==> config.mk <==
export PLATFORM = sky130hd
export DESIGN_NAME = pinsvc
export DESIGN_NICKNAME = d
export VERILOG_FILES = /design/src/rtl/pinsvc_pkg.sv /design/src/rtl/pinsvc_pick.sv /design/src/rtl/pinsvc_eoi.sv /design/src/rtl/pinsvc_defer.sv /design/src/rtl/pinsvc.sv
export SDC_FILE = /design/constraint.sdc
export NUM_CORES = 1
export LEC_CHECK = 0
export ABC_CLOCK_PERIOD_IN_PS = 5600
export BUFFER_PORTS_ARGS = -buffer_cell sky130_fd_sc_hd__buf_2
export CORE_UTILIZATION = 61
export CTS_CLUSTER_DIAMETER = 30
export DETAILED_ROUTE_END_ITERATION = 10
export GPL_TIMING_DRIVEN = 1
export PLACE_DENSITY = 0.87
export SYNTH_ARGS = -nofsm -noshare
export SYNTH_HDL_FRONTEND = slang
export SYNTH_SLANG_ARGS = --single-unit
==> constraint.sdc <==
create_clock -name clk -period 5.6 [get_ports clk]
set_input_delay 0.56 -clock clk [delete_from_list [all_inputs] [get_ports clk]]
set_output_delay 0.56 -clock clk [all_outputs]
set_load 0.005 [all_outputs]
==> src/rtl/pinsvc_pkg.sv <==
package pinsvc_pkg;

    typedef enum logic {
        TRIG_EDGE  = 1'b0,
        TRIG_LEVEL = 1'b1
    } trig_e;

    // Width of an index into a vector of n items (at least one bit).
    function automatic int idx_width(input int n);
        return (n > 1) ? $clog2(n) : 1;
    endfunction

endpackage

==> src/rtl/pinsvc_pick.sv <==
module pinsvc_pick #(
    parameter int NPINS = 8,
    localparam int IDX_W = pinsvc_pkg::idx_width(NPINS)
) (
    input  logic [NPINS-1:0] req,
    output logic             valid,
    output logic [IDX_W-1:0] idx
);

    always_comb begin
        valid = |req;
        idx   = '0;
        for (int i = NPINS - 1; i >= 0; i--) begin
            if (req[i]) idx = IDX_W'(i);
        end
    end

    // Chosen pin must be requesting, with no lower requester left behind.
    always_comb begin
        if (valid) begin
            AST_PICK_LOWEST: assert (req[idx] &&
                ((req & ((NPINS'(1) << idx) - NPINS'(1))) == '0));
        end
    end

endmodule

==> src/rtl/pinsvc_eoi.sv <==
module pinsvc_eoi #(
    parameter int NPINS = 8,
    parameter int VEC_W = 8,
    parameter int LIMIT = 10000,
    localparam int CNT_W = $clog2(LIMIT + 1)
) (
    input  logic               clk,
    input  logic               rst_n,
    input  logic               eoi_valid,
    input  logic [VEC_W-1:0]   eoi_vector,
    input  logic               eoi_level,
    input  logic               directed_eoi,
    input  logic [NPINS*VEC_W-1:0] ent_vector,
    input  logic [NPINS-1:0]   ent_mask,
    input  logic [NPINS-1:0]   ent_level,
    input  logic [NPINS-1:0]   pending,
    output logic [NPINS-1:0]   rirr_clr,
    output logic [NPINS-1:0]   resvc,
    output logic               defer_go
);
    import pinsvc_pkg::*;

    logic              bcast_ok;
    logic [NPINS-1:0]  defer_vec;

    assign bcast_ok = eoi_valid && (eoi_level == TRIG_LEVEL) && !directed_eoi;
    assign defer_go = |defer_vec;

    for (genvar g = 0; g < NPINS; g++) begin : g_pin
        logic [CNT_W-1:0] cnt_d, cnt_q;
        logic             clr_b, resvc_b, defer_b;

        always_comb begin
            cnt_d   = cnt_q;
            clr_b   = 1'b0;
            resvc_b = 1'b0;
            defer_b = 1'b0;
            if (bcast_ok && (ent_level[g] == TRIG_LEVEL) &&
                (ent_vector[g*VEC_W +: VEC_W] == eoi_vector)) begin
                clr_b = 1'b1;
                if (!ent_mask[g] && pending[g]) begin
                    if (cnt_q == CNT_W'(LIMIT - 1)) begin
                        cnt_d   = '0;
                        defer_b = 1'b1;
                    end else begin
                        cnt_d   = cnt_q + CNT_W'(1);
                        resvc_b = 1'b1;
                    end
                end else begin
                    cnt_d = '0;
                end
            end
        end

        always_ff @(posedge clk) begin
            if (!rst_n) cnt_q <= '0;
            else        cnt_q <= cnt_d;
        end

        assign rirr_clr[g]  = clr_b;
        assign resvc[g]     = resvc_b;
        assign defer_vec[g] = defer_b;

        AST_CNT_BELOW_LIMIT: assert property (@(posedge clk) disable iff (!rst_n)
            cnt_q < CNT_W'(LIMIT));
        AST_NO_RESVC_IGNORED: assert property (@(posedge clk) disable iff (!rst_n)
            (eoi_valid && (directed_eoi || !eoi_level)) |-> !resvc_b && !clr_b);
    end

endmodule

==> src/rtl/pinsvc_defer.sv <==
module pinsvc_defer #(
    parameter int DLY_W = 16
) (
    input  logic             clk,
    input  logic             rst_n,
    input  logic             start,
    input  logic [DLY_W-1:0] cycles,
    output logic             fire
);

    logic [DLY_W-1:0] tmr_d, tmr_q;

    assign fire = (tmr_q == DLY_W'(1));

    always_comb begin
        tmr_d = tmr_q;
        if (start) begin
            tmr_d = (cycles == '0) ? DLY_W'(1) : cycles;
        end else if (tmr_q != '0) begin
            tmr_d = tmr_q - DLY_W'(1);
        end
    end

    always_ff @(posedge clk) begin
        if (!rst_n) tmr_q <= '0;
        else        tmr_q <= tmr_d;
    end

    AST_NO_EARLY_FIRE: assert property (@(posedge clk) disable iff (!rst_n)
        (tmr_q > DLY_W'(2) && !start) |=> !fire);

endmodule

==> src/rtl/pinsvc.sv <==
module pinsvc #(
    parameter int NPINS = 8,
    parameter int VEC_W = 8,
    parameter int LIMIT = 10000,
    parameter int DLY_W = 16,
    localparam int IDX_W = pinsvc_pkg::idx_width(NPINS)
) (
    input  logic                   clk,
    input  logic                   rst_n,
    input  logic [NPINS-1:0]       pin_level,
    input  logic [NPINS-1:0]       ent_mask,
    input  logic [NPINS-1:0]       ent_level,
    input  logic [NPINS*VEC_W-1:0] ent_vector,
    input  logic                   ent_wr_valid,
    input  logic [IDX_W-1:0]       ent_wr_idx,
    input  logic                   directed_eoi,
    input  logic [DLY_W-1:0]       defer_cycles,
    input  logic                   eoi_valid,
    input  logic [VEC_W-1:0]       eoi_vector,
    input  logic                   eoi_level,
    output logic                   dlv_req,
    output logic [IDX_W-1:0]       dlv_pin,
    output logic [VEC_W-1:0]       dlv_vector,
    output logic                   dlv_level,
    input  logic                   dlv_ack,
    input  logic                   dlv_accepted,
    output logic [NPINS-1:0]       pending,
    output logic [NPINS-1:0]       remote_irr,
    output logic [NPINS-1:0]       edge_delivered
);
    import pinsvc_pkg::*;

    typedef struct packed {
        logic             busy;
        logic [IDX_W-1:0] cur;
        logic [NPINS-1:0] pin;
        logic [NPINS-1:0] pending;
        logic [NPINS-1:0] rirr;
        logic [NPINS-1:0] dlvd;
        logic [NPINS-1:0] svc;
    } st_t;

    st_t st_d, st_q;

    logic [NPINS-1:0] rise, fall;
    logic [NPINS-1:0] rirr_clr, resvc;
    logic             defer_go, defer_fire;
    logic             pick_valid;
    logic [IDX_W-1:0] pick_idx;

    assign rise = pin_level & ~st_q.pin;
    assign fall = ~pin_level & st_q.pin;

    pinsvc_pick #(.NPINS(NPINS)) u_pick (
        .req   (st_q.svc),
        .valid (pick_valid),
        .idx   (pick_idx)
    );

    pinsvc_eoi #(.NPINS(NPINS), .VEC_W(VEC_W), .LIMIT(LIMIT)) u_eoi (
        .clk          (clk),
        .rst_n        (rst_n),
        .eoi_valid    (eoi_valid),
        .eoi_vector   (eoi_vector),
        .eoi_level    (eoi_level),
        .directed_eoi (directed_eoi),
        .ent_vector   (ent_vector),
        .ent_mask     (ent_mask),
        .ent_level    (ent_level),
        .pending      (st_q.pending),
        .rirr_clr     (rirr_clr),
        .resvc        (resvc),
        .defer_go     (defer_go)
    );

    pinsvc_defer #(.DLY_W(DLY_W)) u_defer (
        .clk    (clk),
        .rst_n  (rst_n),
        .start  (defer_go),
        .cycles (defer_cycles),
        .fire   (defer_fire)
    );

    always_comb begin
        logic [NPINS-1:0] svc_set;
        logic             refused;

        st_d    = st_q;
        svc_set = rise | resvc;

        // Pin sampling and pending vector.
        st_d.pin     = pin_level;
        st_d.pending = (st_q.pending | rise) & ~fall;
        st_d.dlvd    = st_q.dlvd & ~(rise & ~ent_level);

        // Deferred re-injection sweep.
        if (defer_fire) begin
            svc_set = svc_set | (ent_level & st_q.pending & ~st_q.rirr);
        end

        // Entry rewrite.
        if (ent_wr_valid && ent_level[ent_wr_idx] == TRIG_LEVEL &&
            st_q.pending[ent_wr_idx]) begin
            svc_set[ent_wr_idx] = 1'b1;
        end

        // Handshake completion.
        if (st_q.busy && dlv_ack) begin
            st_d.busy = 1'b0;
            if (ent_level[st_q.cur] == TRIG_LEVEL && dlv_accepted) begin
                st_d.rirr[st_q.cur] = 1'b1;
            end
        end

        // Selection of the next pin to service.
        refused = 1'b0;
        st_d.svc = st_q.svc;
        if (!st_q.busy && pick_valid) begin
            st_d.svc[pick_idx] = 1'b0;
            refused = ent_mask[pick_idx] ||
                      (ent_level[pick_idx] == TRIG_LEVEL && st_q.rirr[pick_idx]);
            if (!refused) begin
                st_d.busy = 1'b1;
                st_d.cur  = pick_idx;
                if (ent_level[pick_idx] == TRIG_EDGE) begin
                    st_d.dlvd[pick_idx] = 1'b1;
                end
            end
        end
        st_d.svc = st_d.svc | svc_set;

        // End-of-interrupt release, then edge rewrite release.
        st_d.rirr = st_d.rirr & ~rirr_clr;
        if (ent_wr_valid && ent_level[ent_wr_idx] == TRIG_EDGE) begin
            st_d.rirr[ent_wr_idx] = 1'b0;
        end
    end

    always_ff @(posedge clk) begin
        if (!rst_n) st_q <= '0;
        else        st_q <= st_d;
    end

    assign dlv_req        = st_q.busy;
    assign dlv_pin        = st_q.cur;
    assign dlv_vector     = ent_vector[st_q.cur*VEC_W +: VEC_W];
    assign dlv_level      = ent_level[st_q.cur];
    assign pending        = st_q.pending;
    assign remote_irr     = st_q.rirr;
    assign edge_delivered = st_q.dlvd;

    AST_REQ_HOLD: assert property (@(posedge clk) disable iff (!rst_n)
        (dlv_req && !dlv_ack) |=> (dlv_req && $stable(dlv_pin)));
    AST_ACK_SETS_RIRR: assert property (@(posedge clk) disable iff (!rst_n)
        (dlv_req && dlv_ack && dlv_accepted && dlv_level && !eoi_valid && !ent_wr_valid)
        |=> ((remote_irr >> $past(dlv_pin)) & NPINS'(1)) != '0);
    AST_NO_MASKED_REQ: assert property (@(posedge clk) disable iff (!rst_n)
        $rose(dlv_req) |-> (($past(ent_mask) >> dlv_pin) & NPINS'(1)) == '0);

    for (genvar g = 0; g < NPINS; g++) begin : g_chk
        AST_FALL_CLEARS: assert property (@(posedge clk) disable iff (!rst_n)
            (!pin_level[g] && st_q.pin[g]) |=> !pending[g]);
    end

endmodule

==> flow_summary_export.csv <==
group,metric,value,unit
routing,post_drt_wl_per_cell,19.6,um
yosys,ys_seq_area_frac,0.315,
clock_network,post_cts_resized,0,
run,drv_cap,0,
yosys,avgSynthCellArea,8.04,um2
clock_network,root_buffer,"clkbuf_16",
yosys,yosys_warnings,0,
sta,fin_worst_skew,15.8,ps
yosys,synth.net_count,1492,
clock_network,clk_path_buf_depth,2,
place,dp_cells,1660,
cells_and_area,area_growth,11.3,%
routing,via_per_inst,6.54,
sta,tightest_slew,1270,ps
sta,timing.fmax,0.309,GHz
min_path,hold_path_class,"input port to flop",
clock_network,post_cts_buffers,0,
critical_path,critPathMaxFanout,47,
clock_network,cts_hold_buf,0,
yosys,syn_area,10900,um2
grt,grt_pass1_wl,52000,um
yosys,synth_edf_count,0,
yosys,ys_top_cells_by_area,"dfxtp_1 (32%), nand2_1 (6.5%), xnor2_1 (5.1%)",
power_and_ir_drop,ir_drop,0.275,mV
grt,track_usage,0.361,
run_status,status,"finished clean",
min_path,min_to,"st_q[36]$_SDFF_PN0_",
critical_path,start_kind,"input port",
critical_path,crit_type,"input port to flop",
grt,grt.overflow.total,0,
yosys,synth-seq-cells,172,
critical_path,reg2reg_depth,6,
routing,detail_route.wirelength,33200,um
yosys,synthCells,1359,
clock_network,clkLatencyLatePin,440,ps
floorplanning,die_area,18500,um2
yosys,yosysMostFrequentCell,"nand2_1",
routing,first_pass_iters,8,
min_path,hold_path_depth,2,
critical_path,end_kind,"flop",
sta,hold_viol,0,
routing,final_antenna_net_count,0,
clock_network,path_clk_slew,70,ps
sta,maxSlewViolCount,0,
critical_path,r2r_start,"st_q[5]$_SDFF_PN0_",
min_path,hp-start,"pin_level[4]",
place,dpl.hpwl,24700,um
cells_and_area,final_util,0.698,
floorplanning,fp.dieH,136,um
critical_path,reg2reg_setup_slack,2880,ps
grt,grt_max_degree,48,
yosys,ys.flop_type,"dfxtp_1",
cells_and_area,fin_nets,1587,
clock_network,htreeDepth,4,
cells_and_area,instances_no_fill,1694,
grt,antenna_found_initial,1,
critical_path,cp.required,5960,ps
yosys,synth.top_cells.by_count,"nand2_1 (188), dfxtp_1 (172), o21ai_0 (77)",
sta,min_period,3240,ps
place,port-buffer-count,159,
clock_network,clock_sinks,172,
yosys,synthArstFlopShare,0,
sta,maxSlewHeadroom,0.146,
routing,route.detailed.drc,0,
power_and_ir_drop,power_density,282,nW/um2
clock_network,cts_buffers,17,
floorplanning,num_rows,48,
routing,num_vias,11100,
clock_network,tritoncts,"built",
grt,grt_pass1_vias,10300,
sta,fin_crit_sh,0.578,
floorplanning,io_pins,160,
floorplanning,initial_core_util,0.628,
yosys,synth_cell_type_count,83,
floorplanning,design.core.area,17400,um2
yosys,yosysTopAreaCellShare,0.315,
floorplanning,chipWidth,136,um
place,gp_congestion,0.989,
sta,setup_viol,0,
sta,rsz0062_at_grt,"false",
cells_and_area,drive_gt1_frac,0.172,
critical_path,cp.arrival,3600,ps
routing,drt_iter0_markers,1295,
critical_path,r2r_end,"dlv_pin[1]$_SDFFE_PN0P_",
power_and_ir_drop,p_leak,0.00464,uW
sta,setup_tns,0,ps
yosys,yosysTopAreaCell,"dfxtp_1",
==> layout by cell type (no fill, tap or decap), types with 16 or more instances in the layout <==
cell type,count
nand3_1,57
nor2_1,68
xnor2_1,64
inv_1,31
clkbuf_16,17
xor2_1,45
a21oi_1,43
nand4_1,26
and2_1,25
nor4_1,30
o21ai_1,23
dfxtp_1,172
buf_2,159
nand2_1,188
o31ai_1,25
mux2i_1,27
nor3_1,40
o21ai_0,77
nor3b_1,16
and3_1,32
==> layout make-up <==
type	count	area [um2]
Fill cell	1437	5250
Multi-Input combinational cell	1061	6860
Tap cell	225	282
Inverter	34	128
Sequential cell	172	3440
Clock inverter	13	125
Clock buffer	19	453
Antenna cell	2	5.00
Timing Repair Buffer	168	863
==> registers in the layout (all words and copies together) (netlist names) <==
name and count:
dlv_pin 3, dlv_req 1, edge_delivered 8, pending 8
remote_irr 8, st_q 16, u_defer.tmr_q 16, u_eoi.g_pin.cnt_q 112
==> through the flow <==
stage | setup slack [ps] | total power, uW | area [um2] | hold WS [ps]
after floorplan | 3220 | 1990 | 10900 | 431
after global placement | 2140 | 2230 | 11600 | 447
after detailed placement | 2010 | 2240 | 11600 | 456
after CTS | 2470 | 3410 | 12200 | 349
after global routing | 2170 | 3550 | 12200 | 347
final | 2360 | 3430 | 12200 | 351
==> report_power, final <==
group | switching (uW) | internal (uW) | leakage (uW)
clock | 539 | 646 | 0.000287
sequential | 78.7 | 1280 | 0.00139
combinational | 528 | 356 | 0.00296
==> how the worst max path moves through the flow <==
stage                        from                               endpoint  slack (ps)  depth (start not counted)
detailed placement          rst_n   u_eoi.g_pin[7].cnt_q[5]$_SDFFE_PN0P_        2010                          5
floorplan           eoi_vector[5]  u_eoi.g_pin[7].cnt_q[13]$_SDFFE_PN0P_        3220                          9
finish                      rst_n   u_eoi.g_pin[7].cnt_q[5]$_SDFFE_PN0P_        2360                          5
CTS                         rst_n   u_eoi.g_pin[7].cnt_q[5]$_SDFFE_PN0P_        2470                          5
global placement            rst_n   u_eoi.g_pin[7].cnt_q[5]$_SDFFE_PN0P_        2140                          5
global route                rst_n   u_eoi.g_pin[7].cnt_q[5]$_SDFFE_PN0P_        2170                          5
==> layer usage <==
metal / GRT usage / up-vias / routed length [um]
met4: 0.202 / 0 / 1590
met5: 0 / - / 0
met2: 0.580 / 574 / 15200
met3: 0.0850 / 129 / 3170
li1: - / 5134 / -
met1: 0.443 / 5238 / 13200
==> worst max-delay path, stage by stage <==
cell	delay, ps
buf_2	620
clkinv_1	890
nor3_1	1140
a21oi_1	180
o21ai_0	180
==> logic make-up (layout without fill, tap and decap cells) <==
group | after synthesis | after routing | synth area share
xor+xnor | 109 | 109 | 0.0874
buf+inv | 126 | 234 | 0.0569
fa+ha+maj | 10 | 10 | 0.0114
flops | 172 | 172 | 0.315
compound gates | 297 | 297 | 0.181
simple gates | 597 | 597 | 0.292
other cells | 0 | 2 | 0
mux | 48 | 48 | 0.0567
(Power assumes the default switching activity.)
